<file path="src/rtl/extint_pkg.sv">
`timescale 1ns/1ps
package extint_pkg;
    // register byte offsets; software depends on these positions
    localparam int unsigned OFS_RSEL  = 'h000;
    localparam int unsigned OFS_FSEL  = 'h004;
    localparam int unsigned OFS_SWTRG = 'h008;
    localparam int unsigned OFS_RPND  = 'h00C;
    localparam int unsigned OFS_FPND  = 'h010;
    localparam int unsigned OFS_IMSK  = 'h080;
    localparam int unsigned OFS_EMSK  = 'h084;
    localparam int unsigned OFS_LTYPE = 'h3EC;

    typedef enum logic [0:0] {
        IRQ_QUIET  = 1'b0,
        IRQ_RAISED = 1'b1
    } irq_state_t;
endpackage

</file>
<file path="src/rtl/extint_sync.sv">
`timescale 1ns/1ps
module extint_sync #(
    parameter int unsigned NLINES = 32
) (
    input  logic              clk,
    input  logic              rst_n,
    input  logic [NLINES-1:0] line_i,
    output logic [NLINES-1:0] lvl_o,
    output logic [NLINES-1:0] rise_o,
    output logic [NLINES-1:0] fall_o
);
    logic [NLINES-1:0] meta_q, sync_q, prev_q;

    always_ff @(posedge clk or negedge rst_n) begin
        if (!rst_n) begin
            meta_q <= '0;
            sync_q <= '0;
            prev_q <= '0;
        end else begin
            meta_q <= line_i;
            sync_q <= meta_q;
            prev_q <= sync_q;
        end
    end

    assign lvl_o  = sync_q;
    assign rise_o = sync_q & ~prev_q;
    assign fall_o = ~sync_q & prev_q;
endmodule

</file>
<file path="src/rtl/extint_pend.sv">
`timescale 1ns/1ps
module extint_pend #(
    parameter int unsigned          NLINES     = 32,
    parameter logic [NLINES-1:0]    EDGE_LINES = '1
) (
    input  logic              clk,
    input  logic              rst_n,
    input  logic [NLINES-1:0] rise_i,
    input  logic [NLINES-1:0] fall_i,
    input  logic [NLINES-1:0] rsel_i,
    input  logic [NLINES-1:0] fsel_i,
    input  logic [NLINES-1:0] sw_i,
    input  logic [NLINES-1:0] rclr_i,
    input  logic [NLINES-1:0] fclr_i,
    input  logic [NLINES-1:0] emask_i,
    output logic [NLINES-1:0] rpend_o,
    output logic [NLINES-1:0] fpend_o,
    output logic [NLINES-1:0] evt_o
);
    for (genvar i = 0; i < NLINES; i++) begin : g_line
        if (EDGE_LINES[i]) begin : g_edge
            logic r_q, f_q, e_q, set_r, set_f;
            assign set_r = (rise_i[i] & rsel_i[i]) | sw_i[i];
            assign set_f = fall_i[i] & fsel_i[i];
            // a new event beats a clear in the same cycle
            always_ff @(posedge clk or negedge rst_n) begin
                if (!rst_n) begin
                    r_q <= 1'b0;
                    f_q <= 1'b0;
                    e_q <= 1'b0;
                end else begin
                    r_q <= (r_q & ~rclr_i[i]) | set_r;
                    f_q <= (f_q & ~fclr_i[i]) | set_f;
                    e_q <= (set_r | set_f) & emask_i[i];
                end
            end
            assign rpend_o[i] = r_q;
            assign fpend_o[i] = f_q;
            assign evt_o[i]   = e_q;
        end else begin : g_direct
            logic unused_bits;
            assign unused_bits = ^{rise_i[i], fall_i[i], rsel_i[i], fsel_i[i],
                                   sw_i[i], rclr_i[i], fclr_i[i], emask_i[i]};
            assign rpend_o[i] = 1'b0;
            assign fpend_o[i] = 1'b0;
            assign evt_o[i]   = 1'b0;
        end
    end
endmodule

</file>
<file path="src/rtl/extint_irq_fsm.sv">
`timescale 1ns/1ps
module extint_irq_fsm
    import extint_pkg::*;
#(
    parameter int unsigned       NLINES     = 32,
    parameter logic [NLINES-1:0] EDGE_LINES = '1
) (
    input  logic              clk,
    input  logic              rst_n,
    input  logic [NLINES-1:0] rpend_i,
    input  logic [NLINES-1:0] fpend_i,
    input  logic [NLINES-1:0] imask_i,
    input  logic [NLINES-1:0] lvl_i,
    output logic              irq_o
);
    irq_state_t state_q, state_d;
    logic       any_src;

    assign any_src = |(((rpend_i | fpend_i) & imask_i) | (lvl_i & imask_i & ~EDGE_LINES));

    always_comb begin
        state_d = state_q;
        unique case (state_q)
            IRQ_QUIET:  if (any_src)  state_d = IRQ_RAISED;
            IRQ_RAISED: if (!any_src) state_d = IRQ_QUIET;
            default:                  state_d = IRQ_QUIET;
        endcase
    end

    always_ff @(posedge clk or negedge rst_n) begin
        if (!rst_n) state_q <= IRQ_QUIET;
        else        state_q <= state_d;
    end

    always_comb begin
        irq_o = (state_q == IRQ_RAISED);
    end
endmodule

</file>
<file path="src/rtl/extint_bank.sv">
`timescale 1ns/1ps
module extint_bank
    import extint_pkg::*;
#(
    parameter int unsigned       NLINES     = 32,
    parameter int unsigned       ADDR_W     = 12,
    parameter logic [NLINES-1:0] EDGE_LINES = 32'h0FFF_FFFF
) (
    input  logic              clk,
    input  logic              rst_n,
    input  logic [NLINES-1:0] line_i,
    input  logic              bus_wr,
    input  logic [ADDR_W-1:0] bus_addr,
    input  logic [NLINES-1:0] bus_wdata,
    output logic [NLINES-1:0] bus_rdata,
    output logic              irq_o,
    output logic [NLINES-1:0] evt_o
);
    localparam logic [ADDR_W-1:0] A_RSEL  = ADDR_W'(OFS_RSEL);
    localparam logic [ADDR_W-1:0] A_FSEL  = ADDR_W'(OFS_FSEL);
    localparam logic [ADDR_W-1:0] A_SWTRG = ADDR_W'(OFS_SWTRG);
    localparam logic [ADDR_W-1:0] A_RPND  = ADDR_W'(OFS_RPND);
    localparam logic [ADDR_W-1:0] A_FPND  = ADDR_W'(OFS_FPND);
    localparam logic [ADDR_W-1:0] A_IMSK  = ADDR_W'(OFS_IMSK);
    localparam logic [ADDR_W-1:0] A_EMSK  = ADDR_W'(OFS_EMSK);
    localparam logic [ADDR_W-1:0] A_LTYPE = ADDR_W'(OFS_LTYPE);

    logic [NLINES-1:0] rsel_q, fsel_q, imask_q, emask_q;
    logic [NLINES-1:0] lvl, rise, fall, rpend, fpend;
    logic [NLINES-1:0] sw_set, rclr, fclr;

    assign sw_set = (bus_wr && bus_addr == A_SWTRG) ? bus_wdata : '0;
    assign rclr   = (bus_wr && bus_addr == A_RPND)  ? bus_wdata : '0;
    assign fclr   = (bus_wr && bus_addr == A_FPND)  ? bus_wdata : '0;

    always_ff @(posedge clk or negedge rst_n) begin
        if (!rst_n) begin
            rsel_q  <= '0;
            fsel_q  <= '0;
            imask_q <= '0;
            emask_q <= '0;
        end else if (bus_wr) begin
            if (bus_addr == A_RSEL) rsel_q  <= bus_wdata;
            if (bus_addr == A_FSEL) fsel_q  <= bus_wdata;
            if (bus_addr == A_IMSK) imask_q <= bus_wdata;
            if (bus_addr == A_EMSK) emask_q <= bus_wdata;
        end
    end

    always_comb begin
        bus_rdata = '0;
        case (bus_addr)
            A_RSEL:  bus_rdata = rsel_q;
            A_FSEL:  bus_rdata = fsel_q;
            A_RPND:  bus_rdata = rpend;
            A_FPND:  bus_rdata = fpend;
            A_IMSK:  bus_rdata = imask_q;
            A_EMSK:  bus_rdata = emask_q;
            A_LTYPE: bus_rdata = EDGE_LINES;
            default: bus_rdata = '0;
        endcase
    end

    extint_sync #(.NLINES(NLINES)) u_sync (
        .clk    (clk),
        .rst_n  (rst_n),
        .line_i (line_i),
        .lvl_o  (lvl),
        .rise_o (rise),
        .fall_o (fall)
    );

    extint_pend #(.NLINES(NLINES), .EDGE_LINES(EDGE_LINES)) u_pend (
        .clk     (clk),
        .rst_n   (rst_n),
        .rise_i  (rise),
        .fall_i  (fall),
        .rsel_i  (rsel_q),
        .fsel_i  (fsel_q),
        .sw_i    (sw_set),
        .rclr_i  (rclr),
        .fclr_i  (fclr),
        .emask_i (emask_q),
        .rpend_o (rpend),
        .fpend_o (fpend),
        .evt_o   (evt_o)
    );

    extint_irq_fsm #(.NLINES(NLINES), .EDGE_LINES(EDGE_LINES)) u_fsm (
        .clk     (clk),
        .rst_n   (rst_n),
        .rpend_i (rpend),
        .fpend_i (fpend),
        .imask_i (imask_q),
        .lvl_i   (lvl),
        .irq_o   (irq_o)
    );
endmodule

</file>
<file path="config.mk">
export PLATFORM = sky130hd
export DESIGN_NAME = extint_bank
export DESIGN_NICKNAME = d
export VERILOG_FILES = /design/src/rtl/extint_pkg.sv /design/src/rtl/extint_sync.sv /design/src/rtl/extint_pend.sv /design/src/rtl/extint_irq_fsm.sv /design/src/rtl/extint_bank.sv
export SDC_FILE = /design/constraint.sdc
export NUM_CORES = 1
export LEC_CHECK = 0
export ABC_CLOCK_PERIOD_IN_PS = 1920
export BUFFER_PORTS_ARGS = -buffer_cell sky130_fd_sc_hd__buf_2
export CELL_PAD_IN_SITES_DETAIL_PLACEMENT = 2
export CELL_PAD_IN_SITES_GLOBAL_PLACEMENT = 2
export CORE_ASPECT_RATIO = 0.75
export CORE_MARGIN = 3
export CORE_UTILIZATION = 40
export CTS_CLUSTER_DIAMETER = 30
export DETAILED_ROUTE_END_ITERATION = 6
export PLACE_DENSITY_LB_ADDON = 0.1
export SETUP_SLACK_MARGIN = 0.15
export SLEW_MARGIN = 20
export SYNTH_ARGS = -nofsm -noshare
export SYNTH_HDL_FRONTEND = slang
export SYNTH_HIERARCHICAL = 1
export SYNTH_SLANG_ARGS = --single-unit
export TNS_END_PERCENT = 30
</file>
<file path="constraint.sdc">
create_clock -name clk -period 1.92 [get_ports clk]
set_input_delay 0.096 -clock clk [delete_from_list [all_inputs] [get_ports clk]]
set_output_delay 0.096 -clock clk [all_outputs]
set_load 0.01 [all_outputs]
</file>
==> flow_summary.toml <==
[route]
vias = 10800
drt-initial-drc-count = 762
wl_per_cell_um = 28.6
ant_nets = 0
drtPass1Iterations = 5
vias_per_cell = 5.56
drc = 0
wl_um = 55600

[setup_path]
path_max_fanout = 2
cp-end-kind = "output pin"
required_ps = 1820
worstPathCellList = "mux2_4 -> a22oi_2 -> nor2_1 -> a221o_1 -> buf_2"
reg2reg_slack_ps = 270
worstPathArrival_ps = 2020
critPathKind = "reg2out"
crit_slowest_cell = "dfrtp_1"
startpoint_type = "flop"
slowest_delay_ps = 380

[cts]
clk_pin_slew_worst_paths_ps = 50
cts_sinks = 305
cts-root-buf = "clkbuf_16"
clk_latency_ps = 580
ctsHtreeMaxLevel = 3
clockBufferDepth = 3
cts_tree = "built"
cts_buffers = 74

[power]
p_leak_nw = 9.51
peakVddDrop_v = 0.000794
pwr-share-clk_pct = 63.3
power.switching_w = 0.00475
combPwrFrac_pct = 4.1
seqPwrFrac_pct = 32.6
p_int_w = 0.0156
p_sw_share_pct = 23.3
power_density_nw_per_um2 = 1070

[run]
drv_cap = 0

[finish]
finalNetCount = 1520
layoutNonFillerInstCount = 1949
syn_to_final_growth_pct = 35.6
design_area_um2 = 19100
n_antenna_cell = 0
fill_cells = 3105
utilization_pct = 56.1
layout-drive-gt1-share_pct = 42.0

[die]
die_x_um = 223
fp.coreArea_um2 = 34100
pin_count = 144
start_util_pct = 41.3
die_y_um = 169
die_area_um2 = 37600
rows = 58

[place]
place.gp.congestion = 0.798
placed_area_um2 = 15400
hpwl_um = 30400
dp_cells = 1725
io_buffers = 139

[synthesis]
synth_warnings = 6
avgSynthCellArea_um2 = 11.9
syn_area_um2 = 14100
syn_inst = 1186

[global_routing]
grt_max_degree = 56
antenna_found_initial = 1
overflow = 0
grt_pass1_wl_um = 82500
grt_pass1_vias = 12700
gr-usage-all-layers_pct = 29.1

[sta]
max_slew.worst_pin.slew_ps = 730
fin_ws_ps = -198
finalCritPeriodShare_pct = 110
min_period_ps = 2120
rsz0062_at_grt = "yes"
hold_viol = 0
timing.setup.tns_ps = -2000
drv_slew = 0
fmax_mhz = 472
finalClockSkew_ps = 16.1
setup_viol = 23
maxSlewHeadroom_pct = 50.8

[outcome]
outcome = "complete, but fails checks"
failed_checks = "setup timing"

[min_path]
hp-class = "in2async"
## state kept, by name, summed over array words and instances (netlist names)
| name | flops |
|---|---|
| u_pend/g_line.g_edge.r_q | 28 |
| u_fsm/irq_o | 1 |
| u_sync/lvl_o | 32 |
| fsel_q | 32 |
| u_pend/g_line.g_edge.f_q | 28 |
| u_sync/prev_q | 28 |
| imask_q | 32 |
| u_pend/g_line.g_edge.e_q | 28 |
| u_sync/meta_q | 32 |
| emask_q | 32 |
| rsel_q | 32 |
## power groups by stage
stage | Clock [W] | Sequential [W] | Combinational [W]
3_5_place_dp | 0 | 0.00673 | 0.000662
3_3_place_gp | 0 | 0.00672 | 0.000650
5_1_grt | 0.0135 | 0.00665 | 0.000895
4_1_cts | 0.0130 | 0.00664 | 0.000809
6_report | 0.0129 | 0.00664 | 0.000835
2_1_floorplan | 0 | 0.00670 | 0.000242
## metrics by stage
step | power, W | hold slack, ps | setup slack (ps)
final | 0.0204 | 55.7 | -198
after global placement | 0.00737 | 67.2 | -105
after floorplan | 0.00694 | -200 | 175
after global routing | 0.0210 | 80.2 | -240
after detailed placement | 0.00739 | 69.5 | -129
after CTS | 0.0204 | 66.9 | -159
## what timing repair did
item                                   CTS  global route
buffers inserted                        19             6
gates resized for setup                 57            17
endpoints found under the hold margin  519             0
setup endpoints to repair               32            32
hold buffers                            65             0
pin swaps                               33            17
## per-layer routing
layer | part of all wire [%] | wire length, µm | track usage [%]
met5 | 0.15 | 81 | 1.42
met1 | 42 | 23200 | 36.7
met4 | 3.0 | 1650 | 10.5
met3 | 5.2 | 2880 | 6.48
met2 | 50 | 27800 | 49.6
## final cells by class
class	instances	area [µm²]	share of cell area, %
flip-flops and latches	305	7630	39.9
multi-input cells	688	5670	29.6
repair buffers	316	2490	13.0
clock buffers	97	2120	11.1
well taps	450	563	2.94
clock inverters	37	438	2.29
inverters	56	210	1.10
## layout by cell type, fill, tap and decap left out, types with 24 or more instances in the layout
cell and count:
clkbuf_16 76, mux2_2 102, and2b_2 56, mux2i_1 36, mux2_1 36, nand2_1 35, a21boi_1 28, buf_2 132
o21ai_0 75, and2_1 56, o21ai_1 29, dfrtp_1 305, buf_4 90, and3_1 31, nor2_1 24, dlygate4sd3_1 65
a21oi_2 30, inv_1 56
## worst paths after layout
path,depth (start not counted),from,to
max in group asynchronous,3,rst_n,rsel_q[13]$_DFFE_PN0P_
max reg2reg,4,u_pend/g_line[0].g_edge.r_q$_DFF_PN0_,u_fsm/irq_o$_DFF_PN0_
max,5,fsel_q[14]$_DFFE_PN0P_,bus_rdata[14]
min,2,rst_n,u_sync/meta_q[20]$_DFF_PN0_
min reg2reg,0,u_sync/meta_q[29]$_DFF_PN0_,u_sync/lvl_o[29]$_DFF_PN0_
min in group clk,2,line_i[26],u_sync/meta_q[26]$_DFF_PN0_
## critical path, delay by kind of cell, from the launching register on
family	cells	cell delay [ps]
compound gates	2	520
buf+inv	1	170
flops	1	380
mux	1	280
simple gates	1	80
No activity file was read; power rests on OpenSTA's default activity.
